==> config.mk <==
export PLATFORM = sky130hd
export DESIGN_NAME = dyn_thresh_relu
export DESIGN_NICKNAME = d
export VERILOG_FILES = /design/src/rtl/dtr_pkg.sv /design/src/rtl/dtr_stats.sv /design/src/rtl/dtr_thresh.sv /design/src/rtl/dtr_vec_buf.sv /design/src/rtl/dtr_clamp.sv /design/src/rtl/dyn_thresh_relu.sv
export SDC_FILE = /design/constraint.sdc
export NUM_CORES = 1
export LEC_CHECK = 0
export ABC_AREA = 1
export BUFFER_PORTS_ARGS = -buffer_cell sky130_fd_sc_hd__buf_2
export CORE_ASPECT_RATIO = 1.4
export CORE_UTILIZATION = 62
export DETAILED_ROUTE_END_ITERATION = 8
export GPL_TIMING_DRIVEN = 0
export PLACE_DENSITY_LB_ADDON = 0.1
export SYNTH_ARGS = -nofsm -noshare
export SYNTH_HDL_FRONTEND = slang
export SYNTH_SLANG_ARGS = --single-unit
==> constraint.sdc <==
create_clock -name clk -period 3.2 [get_ports clk]
set_clock_uncertainty 0.15 [all_clocks]
set_input_delay 0.64 -clock clk [delete_from_list [all_inputs] [get_ports clk]]
set_output_delay 0.64 -clock clk [all_outputs]
set_load 0.005 [all_outputs]
==> src/rtl/dtr_pkg.sv <==
package dtr_pkg;
  typedef enum logic {
    THR_MIDRANGE = 1'b0,
    THR_MEAN     = 1'b1
  } thr_mode_e;

  typedef enum logic [1:0] {
    ST_WAIT    = 2'd0,
    ST_COLLECT = 2'd1,
    ST_EMIT    = 2'd2
  } unit_state_e;
endpackage

==> src/rtl/dtr_stats.sv <==
module dtr_stats #(
  parameter int DATA_W = 8,
  parameter int SUM_W  = 12
) (
  input  logic                     clk,
  input  logic                     rst_n,
  input  logic                     upd,
  input  logic                     restart,
  input  logic signed [DATA_W-1:0] x,
  output logic signed [DATA_W-1:0] min_q,
  output logic signed [DATA_W-1:0] max_q,
  output logic signed [SUM_W-1:0]  sum_q
);
  logic signed [DATA_W-1:0] min_d, max_d;
  logic signed [SUM_W-1:0]  sum_d, x_ext;

  assign x_ext = SUM_W'(x);

  always_comb begin
    if (restart) begin
      min_d = x;
      max_d = x;
      sum_d = x_ext;
    end else begin
      min_d = (x < min_q) ? x : min_q;
      max_d = (x > max_q) ? x : max_q;
      sum_d = sum_q + x_ext;
    end
  end

  always_ff @(posedge clk or negedge rst_n) begin
    if (!rst_n) begin
      min_q <= '0;
      max_q <= '0;
      sum_q <= '0;
    end else if (upd) begin
      min_q <= min_d;
      max_q <= max_d;
      sum_q <= sum_d;
    end
  end


  restart_chk: assert property (@(posedge clk) disable iff (!rst_n)
    (upd && restart) |=> (min_q == max_q && sum_q == SUM_W'(min_q)));


  min_le_max_chk: assert property (@(posedge clk) disable iff (!rst_n)
    min_q <= max_q);
endmodule

==> src/rtl/dtr_thresh.sv <==
module dtr_thresh
  import dtr_pkg::*;
#(
  parameter int        DATA_W = 8,
  parameter int        N      = 16,
  parameter int        SUM_W  = 12,
  parameter thr_mode_e MODE   = THR_MEAN
) (
  input  logic signed [DATA_W-1:0] min_v,
  input  logic signed [DATA_W-1:0] max_v,
  input  logic signed [SUM_W-1:0]  sum_v,
  output logic signed [DATA_W-1:0] thr
);
  localparam int LOG2N   = $clog2(N);
  localparam bit IS_POW2 = ((1 << LOG2N) == N);

  generate
    if (MODE == THR_MIDRANGE) begin : g_mid
      logic signed [DATA_W:0] span_sum;
      assign span_sum = {min_v[DATA_W-1], min_v} + {max_v[DATA_W-1], max_v};
      assign thr      = span_sum[DATA_W:1];
    end else if (IS_POW2) begin : g_mean_shift
      assign thr = sum_v[LOG2N +: DATA_W];
    end else begin : g_mean_recip
      localparam int FRAC = SUM_W + LOG2N + 1;
      localparam int PW   = SUM_W + FRAC + 2;
      localparam logic [SUM_W:0] BIAS  = (SUM_W+1)'(N) << (DATA_W - 1);
      localparam logic [FRAC:0]  RECIP =
        (FRAC+1)'(((64'd1 << FRAC) + 64'(N) - 64'd1) / 64'(N));
      logic [SUM_W:0]  sum_b;
      logic [PW-1:0]   prod;
      logic [DATA_W-1:0] quo;
      assign sum_b = {sum_v[SUM_W-1], sum_v} + BIAS;
      assign prod  = PW'(sum_b) * PW'(RECIP);
      assign quo   = prod[FRAC +: DATA_W];
      assign thr   = {~quo[DATA_W-1], quo[DATA_W-2:0]};
    end
  endgenerate
endmodule

==> src/rtl/dtr_vec_buf.sv <==
module dtr_vec_buf #(
  parameter int DATA_W = 8,
  parameter int N      = 16,
  parameter int IDXW   = 4
) (
  input  logic                     clk,
  input  logic                     wr_en,
  input  logic [IDXW-1:0]          wr_idx,
  input  logic signed [DATA_W-1:0] wr_data,
  input  logic [IDXW-1:0]          rd_idx,
  output logic signed [DATA_W-1:0] rd_data
);
  logic signed [DATA_W-1:0] mem [N];

  generate
    for (genvar i = 0; i < N; i++) begin : g_ent
      always_ff @(posedge clk) begin
        if (wr_en && wr_idx == IDXW'(i)) mem[i] <= wr_data;
      end
    end
  endgenerate

  assign rd_data = mem[rd_idx];
endmodule

==> src/rtl/dtr_clamp.sv <==
module dtr_clamp #(
  parameter int DATA_W = 8
) (
  input  logic signed [DATA_W-1:0] x,
  input  logic signed [DATA_W-1:0] thr,
  output logic signed [DATA_W-1:0] y,
  output logic                     at_or_above
);
  always_comb begin
    at_or_above = (x >= thr);
    y           = at_or_above ? x : thr;
  end
endmodule

==> src/rtl/dyn_thresh_relu.sv <==
module dyn_thresh_relu
  import dtr_pkg::*;
#(
  parameter int        DATA_W = 8,
  parameter int        N      = 16,
  parameter thr_mode_e MODE   = THR_MEAN
) (
  input  logic                     clk,
  input  logic                     rst_n,
  input  logic                     in_valid,
  input  logic                     in_first,
  input  logic                     in_last,
  input  logic signed [DATA_W-1:0] in_data,
  output logic                     out_valid,
  output logic signed [DATA_W-1:0] out_data,
  output logic                     out_deriv,
  output logic signed [DATA_W-1:0] out_thresh
);
  localparam int LOG2N = $clog2(N);
  localparam int IDXW  = (N > 1) ? LOG2N : 1;
  localparam int SUM_W = DATA_W + LOG2N;
  localparam logic [IDXW-1:0] LAST_IDX = IDXW'(N - 1);

  unit_state_e state_q, state_d;
  logic [IDXW-1:0] cnt_q, cnt_d, rd_q, rd_d, idx;
  logic accept, at_end;
  logic signed [DATA_W-1:0] min_q, max_q, rd_data;
  logic signed [SUM_W-1:0]  sum_q;

  always_comb begin
    unique case (state_q)
      ST_WAIT:    accept = in_valid && in_first;
      ST_COLLECT: accept = in_valid;
      default:    accept = 1'b0;
    endcase
    idx     = in_first ? '0 : cnt_q;
    at_end  = (idx == LAST_IDX);
    state_d = state_q;
    cnt_d   = cnt_q;
    rd_d    = rd_q;
    if (state_q == ST_EMIT) begin
      if (rd_q == LAST_IDX) begin
        state_d = ST_WAIT;
        rd_d    = '0;
      end else begin
        rd_d = rd_q + 1'b1;
      end
    end else if (accept) begin
      if (in_last && at_end) begin
        state_d = ST_EMIT;
      end else if (in_last || at_end) begin
        state_d = ST_WAIT;
      end else begin
        state_d = ST_COLLECT;
        cnt_d   = idx + 1'b1;
      end
    end
  end

  always_ff @(posedge clk or negedge rst_n) begin
    if (!rst_n) begin
      state_q <= ST_WAIT;
      cnt_q   <= '0;
      rd_q    <= '0;
    end else begin
      state_q <= state_d;
      if (accept)              cnt_q <= cnt_d;
      if (state_q == ST_EMIT)  rd_q  <= rd_d;
    end
  end

  dtr_stats #(.DATA_W(DATA_W), .SUM_W(SUM_W)) u_stats (
    .clk(clk), .rst_n(rst_n), .upd(accept), .restart(idx == '0),
    .x(in_data), .min_q(min_q), .max_q(max_q), .sum_q(sum_q)
  );

  dtr_vec_buf #(.DATA_W(DATA_W), .N(N), .IDXW(IDXW)) u_buf (
    .clk(clk), .wr_en(accept), .wr_idx(idx), .wr_data(in_data),
    .rd_idx(rd_q), .rd_data(rd_data)
  );

  dtr_thresh #(.DATA_W(DATA_W), .N(N), .SUM_W(SUM_W), .MODE(MODE)) u_thr (
    .min_v(min_q), .max_v(max_q), .sum_v(sum_q), .thr(out_thresh)
  );

  dtr_clamp #(.DATA_W(DATA_W)) u_clamp (
    .x(rd_data), .thr(out_thresh), .y(out_data), .at_or_above(out_deriv)
  );

  assign out_valid = (state_q == ST_EMIT);


  emit_start_chk: assert property (@(posedge clk) disable iff (!rst_n)
    (accept && in_last && at_end) |=> (out_valid && rd_q == '0));


  emit_len_chk: assert property (@(posedge clk) disable iff (!rst_n)
    $fell(out_valid) |-> ($past(rd_q) == LAST_IDX));


  abort_chk: assert property (@(posedge clk) disable iff (!rst_n)
    (accept && (in_last != at_end)) |=> !out_valid);


  thr_hold_chk: assert property (@(posedge clk) disable iff (!rst_n)
    (out_valid && $past(out_valid)) |-> $stable(out_thresh));


  emit_ignore_chk: assert property (@(posedge clk) disable iff (!rst_n)
    (out_valid && $past(out_valid)) |-> ($stable(min_q) && $stable(max_q) && $stable(sum_q)));


  clamp_chk: assert property (@(posedge clk) disable iff (!rst_n)
    (out_valid && !out_deriv) |-> (out_data == out_thresh));


  floor_chk: assert property (@(posedge clk) disable iff (!rst_n)
    out_valid |-> (out_data >= out_thresh));


  thr_range_chk: assert property (@(posedge clk) disable iff (!rst_n)
    out_valid |-> (out_thresh >= min_q && out_thresh <= max_q));
endmodule

==> flow_metrics.tcl, run 1 <==
set metrics [dict create \
    pwr-share-comb 0.026 \
    final_common_cell "edfxtp_1" \
    postSynthAreaPerCell_um2 10.11 \
    hold_class "in -> async" \
    core-area_um2 11400 \
    h-tree-depth 4 \
    clkPwrFrac 0.469 \
    ir_worst_vdd_uv 425.8 \
    vias 5820 \
    ys_types 33 \
    final_cell_mix "edfxtp_1, nand2_1, nor2_1" \
    internal-power_mw 3.303 \
    top_usage_layer "met2" \
    critical_path_buf_inv_count 4 \
    crit_arrival_ns 3.19 \
    ios 31 \
    port_buffers 30 \
    synth.top_cell.area_share 0.5278 \
    track_usage 0.3221 \
    cp-startpoint "rd_q[0]$_DFFE_PN0P_" \
    antenna_found_initial 0 \
    worst-path-max-fanout 10 \
    maxSlewViolCount 0 \
    dp_hpwl_mm 12.14 \
    antennaDiodeCount 0 \
    dieArea_um2 12190 \
    start_util 0.6390 \
    finalPower_mw 4.199 \
    cts.sinks 150 \
    start_kind "flip-flop" \
    fin_util 0.7838 \
    die_h_um 130.2 \
    syn_to_final_growth_pct 22.66 \
    critPathSlowestCell "dfrtp_2" \
    synth_warnings 0 \
    post-route-period-util 1.242 \
    globalplace.congestion 0.9882 \
    post-place-ws_ns -0.4817 \
    grt.overflow.total 0 \
    power_frac_seq 0.505 \
    rows 46 \
    critPathKind "reg -> out" \
    end_kind "output pin" \
    swShare 0.2135 \
    ys_ff_latch 150 \
    worstPathCellList "buf_4, buf_6, o21ai_0, o211ai_1, nand3_2, nand2_4, ha_4, a21oi_2, o21a_4, nand3_4, buf_4, nand4_1, nand2_1, buf_2" \
    clock_path_buffers 2 \
    cts_tree "done" \
    async_flop_share 0.1467 \
    finalCriticalPeriod_ns 3.975 \
    viasPerCell 6.094 \
    drt_wl_total_mm 19.80 \
    dr.pass1.iters 6 \
    switchingPower_mw 0.8965 \
    use_met3 0.05536 \
    r2r_start "state_q[1]$_DFFE_PN0P_" \
    violations "setup timing" \
    max_stage_delay_ns 0.45 \
    path_common_cell "buf_4" \
    die_w_um 93.60 \
    cp_data_required_time_ns 2.41 \
    synth_top_area_cell "edfxtp_1" \
    synth_edf_count 128 \
    clock_latency_ns 0.42 \
    grt_util_met2 0.5554 \
    syn_inst 720 \
    finalWorstSetupSlack_ns -0.7754 \
    hold_viol_final 0 \
    rsz0062_at_grt "yes" \
    grt_max_degree 23 \
    wl_per_cell_um 20.74 \
    status "finished, violations left" \
    placedInstanceArea_um2 7612 \
    power_density_nw_per_um2 470.1 \
    drt_iter0_drc 609 \
    final_nets 836 \
    post-route-cell-area_um2 8932 \
    synth_area_leaders "edfxtp_1, dfrtp_1, nand2_1, nor2_1, ha_1" \
    critical_path.top_delay_family "compound AO/OA/AOI/OAI gates" \
    use_met1 0.4036 \
    drive_above_1_share 0.2466 \
    synth_seq_area_share 0.6034 \
    root_buffer "clkbuf_16" \
    syn_nets 758 \
    grt_pass1_wl_mm 28.32 \
    setup_viol 9 \
    numCtsBuffers 17 \
    p_leak_nw 3.606 \
    slew_headroom 0.4204 \
    cap_violations 0 \
    worstMarginPinSlew_ns 0.8663 \
    grt_pass1_vias 5358 \
    route.antenna.remaining_nets 0 \
    max_freq_mhz 251.6 \
    route.detailed.drc 0 \
    synth_area_um2 7282 \
    synth_flop_cell "edfxtp_1" \
    clkTransAtPathRegs_ns 0.06 \
]
-- flip-flops by register name (all words and copies together), names as in the netlist --
| name | cells |
|---|---|
| cnt_q | 4 |
| u_stats.sum_q | 12 |
| u_buf.mem | 128 |
| rd_q | 4 |
| state_q | 2 |
-- through the flow --
stage	cells	TNS (ns)	hold slack [ns]
floorplan	720	0	0.1944
global placement	894	-3.018	0.3201
detailed placement	894	-4.022	0.3376
CTS	947	-4.961	0.05842
global route	955	-6.833	0.07944
finish	955	-6.629	0.04074
-- power groups by stage --
stage               Combinational (mW)  Sequential (mW)  Clock [mW]
global placement                 0.102             2.16           0
floorplan                       0.0486             2.16           0
finish                           0.108             2.12        1.97
global route                     0.120             2.12        2.03
detailed placement               0.106             2.16           0
CTS                              0.107             2.12        1.96
-- kinds of logic (layout without fill, tap and decap cells) --
logic type,Yosys count,after routing,synth area share
and+or+nand+nor,309,311,0.1746
DFF,150,150,0.6034
AOI/OAI and AO/OA,132,132,0.1005
buffers and inverters,97,186,0.06907
adders and majority gates,25,25,0.04399
xor gates and xnor gates,7,7,0.008419
-- worst register-to-register path, stage by stage (launching register included) --
cell	delay (ns)
dfrtp_1	0.39
inv_1	0.09
nand2_1	0.06
inv_2	0.05
o21ai_1	0.09
inv_2	0.14
buf_2	0.26
nand2_1	0.16
nor2_1	0.69
-- cells in the mapped netlist, types with 3 or more instances --
cell      count
nand2_1     139
edfxtp_1    128
nor2_1      119
o21ai_0      60
inv_1        57
nand3_1      28
ha_1         24
dfrtp_1      22
o21ai_1      19
o211ai_1     17
o22ai_1      17
a21oi_1      16
nand4_1      11
buf_4        10
buf_6         9
buf_2         8
inv_2         6
xor2_1        6
nand3_2       3
nand3b_1      3
-- layout make-up --
type | instances | area (um^2)
repair buffers | 58 | 436.7
plain buffers | 31 | 279.0
fillers | 713 | 2464
well taps | 144 | 180.2
clock buffers | 18 | 429.2
multi-input cells | 475 | 2811
inverters | 65 | 246.5
flip-flops and latches | 150 | 4397
clock inverters | 14 | 152.6
-- timing repair --
action,CTS,global route
buffers inserted,17,8
pin swaps,23,42
hold buffers,0,0
gates cloned,4,1
setup endpoints to repair,9,9
gates resized for setup,57,71
-- metal layers --
| layer | vias up | wire [um] |
|---|---|---|
| li1 | 2639 | - |
| met1 | 2774 | 7572 |
| met2 | 341 | 10010 |
| met3 | 66 | 1550 |
| met4 | 0 | 670 |
| met5 | - | 0 |
-- path summary, 6_finish.rpt --
| check | slack (ns) | cells after the start | end |
|---|---|---|---|
| setup / recovery | -0.78 | 14 | out_data[0] |
| hold / removal | 0.04 | 1 | u_stats.sum_q[9]$_DFFE_PN0P_ |
| setup reg to reg | 0.75 | 8 | u_buf.mem[7][3]$_DFFE_PP_ |
| hold reg to reg | 0.35 | 2 | cnt_q[1]$_DFFE_PN0P_ |
| max in group asynchronous | 2.45 | 1 | rd_q[1]$_DFFE_PN0P_ |
| min in group clk | 0.34 | 4 | state_q[0]$_DFFE_PN0P_ |
Note: power is estimated with default switching activity, not from simulation.
==> run 2, diff against run 1 <==
- RECOVER_POWER: default -> 50
==> run 2 against run 1 <==
Effect of this change: the flow still finishes with violations (setup timing); worst hold slack improved by 0.29 ns; critical path depth rose by 1; sequential power barely moved; final area fell by 0.13%; via count fell by 0.29%; first-iteration DRC count did not move; core utilization fell by 0.099 points; count of clock-buffer cells in the layout did not move; critical endpoint is now out_data[2]; largest cell class unchanged.
==> flow_metrics.tcl, run 2 (synthesis results as in run 1) <==
set metrics [dict create \
    status "finished, violations left" \
    violations "setup timing" \
    max_freq_mhz 252.1 \
    fin_setup_tns_ns -6.562 \
    worst-path-max-fanout 10 \
    rsz0062_at_grt "yes" \
    drt_iter0_drc 609 \
    setup_viol 9 \
    n_fill_cell 719 \
    post-route-period-util 1.240 \
    vias 5803 \
    final_nets 836 \
    route.detailed.drc 0 \
    r2r_start "state_q[1]$_DFFE_PN0P_" \
    rows 46 \
    drt_wl_total_mm 19.80 \
    root_buffer "clkbuf_16" \
    fin_util 0.7828 \
    dp_hpwl_mm 12.14 \
    power_density_nw_per_um2 470.9 \
    critPathKind "reg -> out" \
    grt.overflow.total 0 \
    ir_worst_vdd_uv 429.7 \
    start_kind "flip-flop" \
    die_h_um 130.2 \
    internal-power_mw 3.302 \
    reg_top3 "u_buf.mem x128, u_stats.sum_q x12" \
    antennaDiodeCount 0 \
    die_w_um 93.60 \
    clock_path_buffers 2 \
    grt_pass1_wl_mm 28.32 \
    clkTransAtPathRegs_ns 0.06 \
    top_register "u_buf.mem" \
    grt_pass1_vias 5358 \
    reg2reg_to "u_buf.mem[7][3]$_DFFE_PP_" \
    antenna_found_initial 0 \
    power_frac_seq 0.505 \
    grt_max_degree 23 \
    final_cell_mix "edfxtp_1, nand2_1, nor2_1" \
    track_usage 0.3221 \
    clock_latency_ns 0.42 \
    globalplace.congestion 0.9882 \
    finalWorstSetupSlack_ns -0.7673 \
    drive_above_1_share 0.2355 \
    port_buffers 30 \
    cp_data_required_time_ns 2.41 \
    slew_headroom 0.1304 \
    viasPerCell 6.076 \
    clkPwrFrac 0.470 \
    crit_arrival_ns 3.18 \
    hold_class "in -> async" \
    reg2reg_slack_ns 0.76 \
    ios 31 \
    worstMarginPinSlew_ns 1.304 \
    numCtsBuffers 17 \
    holdBufCountCts 0 \
    end_kind "output pin" \
    finalCriticalPeriod_ns 3.967 \
    swShare 0.2141 \
    final_common_cell "edfxtp_1" \
    cts.sinks 150 \
    route.antenna.remaining_nets 0 \
    finalPower_mw 4.201 \
    core-area_um2 11400 \
    syn_to_final_growth_pct 22.51 \
    start_util 0.6390 \
    p_leak_nw 3.581 \
    h-tree-depth 4 \
    pwr-share-comb 0.025 \
    cap_violations 0 \
    reg2reg_depth 8 \
    switchingPower_mw 0.8993 \
    cts_tree "done" \
    hold_viol_final 0 \
    wl_per_cell_um 20.73 \
    dieArea_um2 12190 \
    hold_ws_ns 0.3304 \
    maxSlewViolCount 0 \
    largest_reg_flops 128 \
    dr.pass1.iters 5 \
]
==> run 2: cell types whose count changed in the layout (fill, tap and decap cells not counted) <==
cell	previous run	this run
buf_2	34	25
clkbuf_1	2	11
==> run 2: area by class of cell <==
type | instances | area (um^2) | share of cell area
Tap cell | 144 | 180.2 | 0.02020
Inverter | 65 | 246.5 | 0.02763
Timing Repair Buffer | 58 | 425.4 | 0.04769
Clock buffer | 18 | 429.2 | 0.04811
Clock inverter | 14 | 152.6 | 0.01711
Buffer | 31 | 279.0 | 0.03128
Sequential cell | 150 | 4397 | 0.4928
Multi-Input combinational cell | 475 | 2811 | 0.3151
==> run 2: repair_timing <==
action,4_1_cts,5_1_grt
setup endpoints to repair,9,9
pin swaps,23,42
setup buffers,17,8
gates resized for setup,57,71
gates cloned,4,1
==> run 2: how the worst max path moves through the flow <==
stage	slack (ns)	startpoint	cells past startpoint	end
floorplan	0.21	rd_q[0]$_DFFE_PN0P_	16	out_data[0]
global placement	-0.37	rd_q[1]$_DFFE_PN0P_	16	out_data[3]
detailed placement	-0.48	rd_q[2]$_DFFE_PN0P_	14	out_data[1]
CTS	-0.58	rd_q[0]$_DFFE_PN0P_	15	out_data[0]
global route	-0.81	rd_q[3]$_DFFE_PN0P_	17	out_data[0]
finish	-0.77	rd_q[0]$_DFFE_PN0P_	15	out_data[2]
==> run 2: power by group through the flow <==
| stage | registers, mW | logic, mW | clock network (mW) |
|---|---|---|---|
| final | 2.12 | 0.106 | 1.97 |
| after global routing | 2.12 | 0.118 | 2.03 |
| after CTS | 2.12 | 0.107 | 1.96 |
| after detailed placement | 2.16 | 0.106 | 0 |
| after global placement | 2.16 | 0.102 | 0 |
| after floorplan | 2.16 | 0.0486 | 0 |
==> run 2: metal layers <==
| layer | track usage | vias to the layer above | part of all wire |
|---|---|---|---|
| li1 | - | 2640 | - |
| met1 | 0.4036 | 2753 | 0.38 |
| met2 | 0.5554 | 344 | 0.51 |
| met3 | 0.05536 | 66 | 0.080 |
| met4 | 0.1339 | 0 | 0.035 |
| met5 | 0 | - | 0 |
==> run 2: critical path, stage by stage (launching register included) <==
cell,delay [ns]
dfrtp_2,0.45
buf_4,0.18
buf_6,0.14
o21ai_0,0.28
o211ai_1,0.22
nand3_2,0.15
nand2_4,0.09
ha_4,0.30
nand2_4,0.05
nor2_4,0.18
nand2_4,0.10
nand3_4,0.13
nand3_4,0.15
nand2_2,0.12
nand2_2,0.07
buf_6,0.12
==> run 2: per-stage QoR <==
stage / instance area, um^2 / setup WS (ns) / cells
floorplan: 7282 / 0.2072 / 720
global placement: 7612 / -0.3682 / 894
detailed placement: 7612 / -0.4817 / 894
CTS: 8633 / -0.5779 / 947
global route: 8921 / -0.8052 / 955
finish: 8921 / -0.7673 / 955
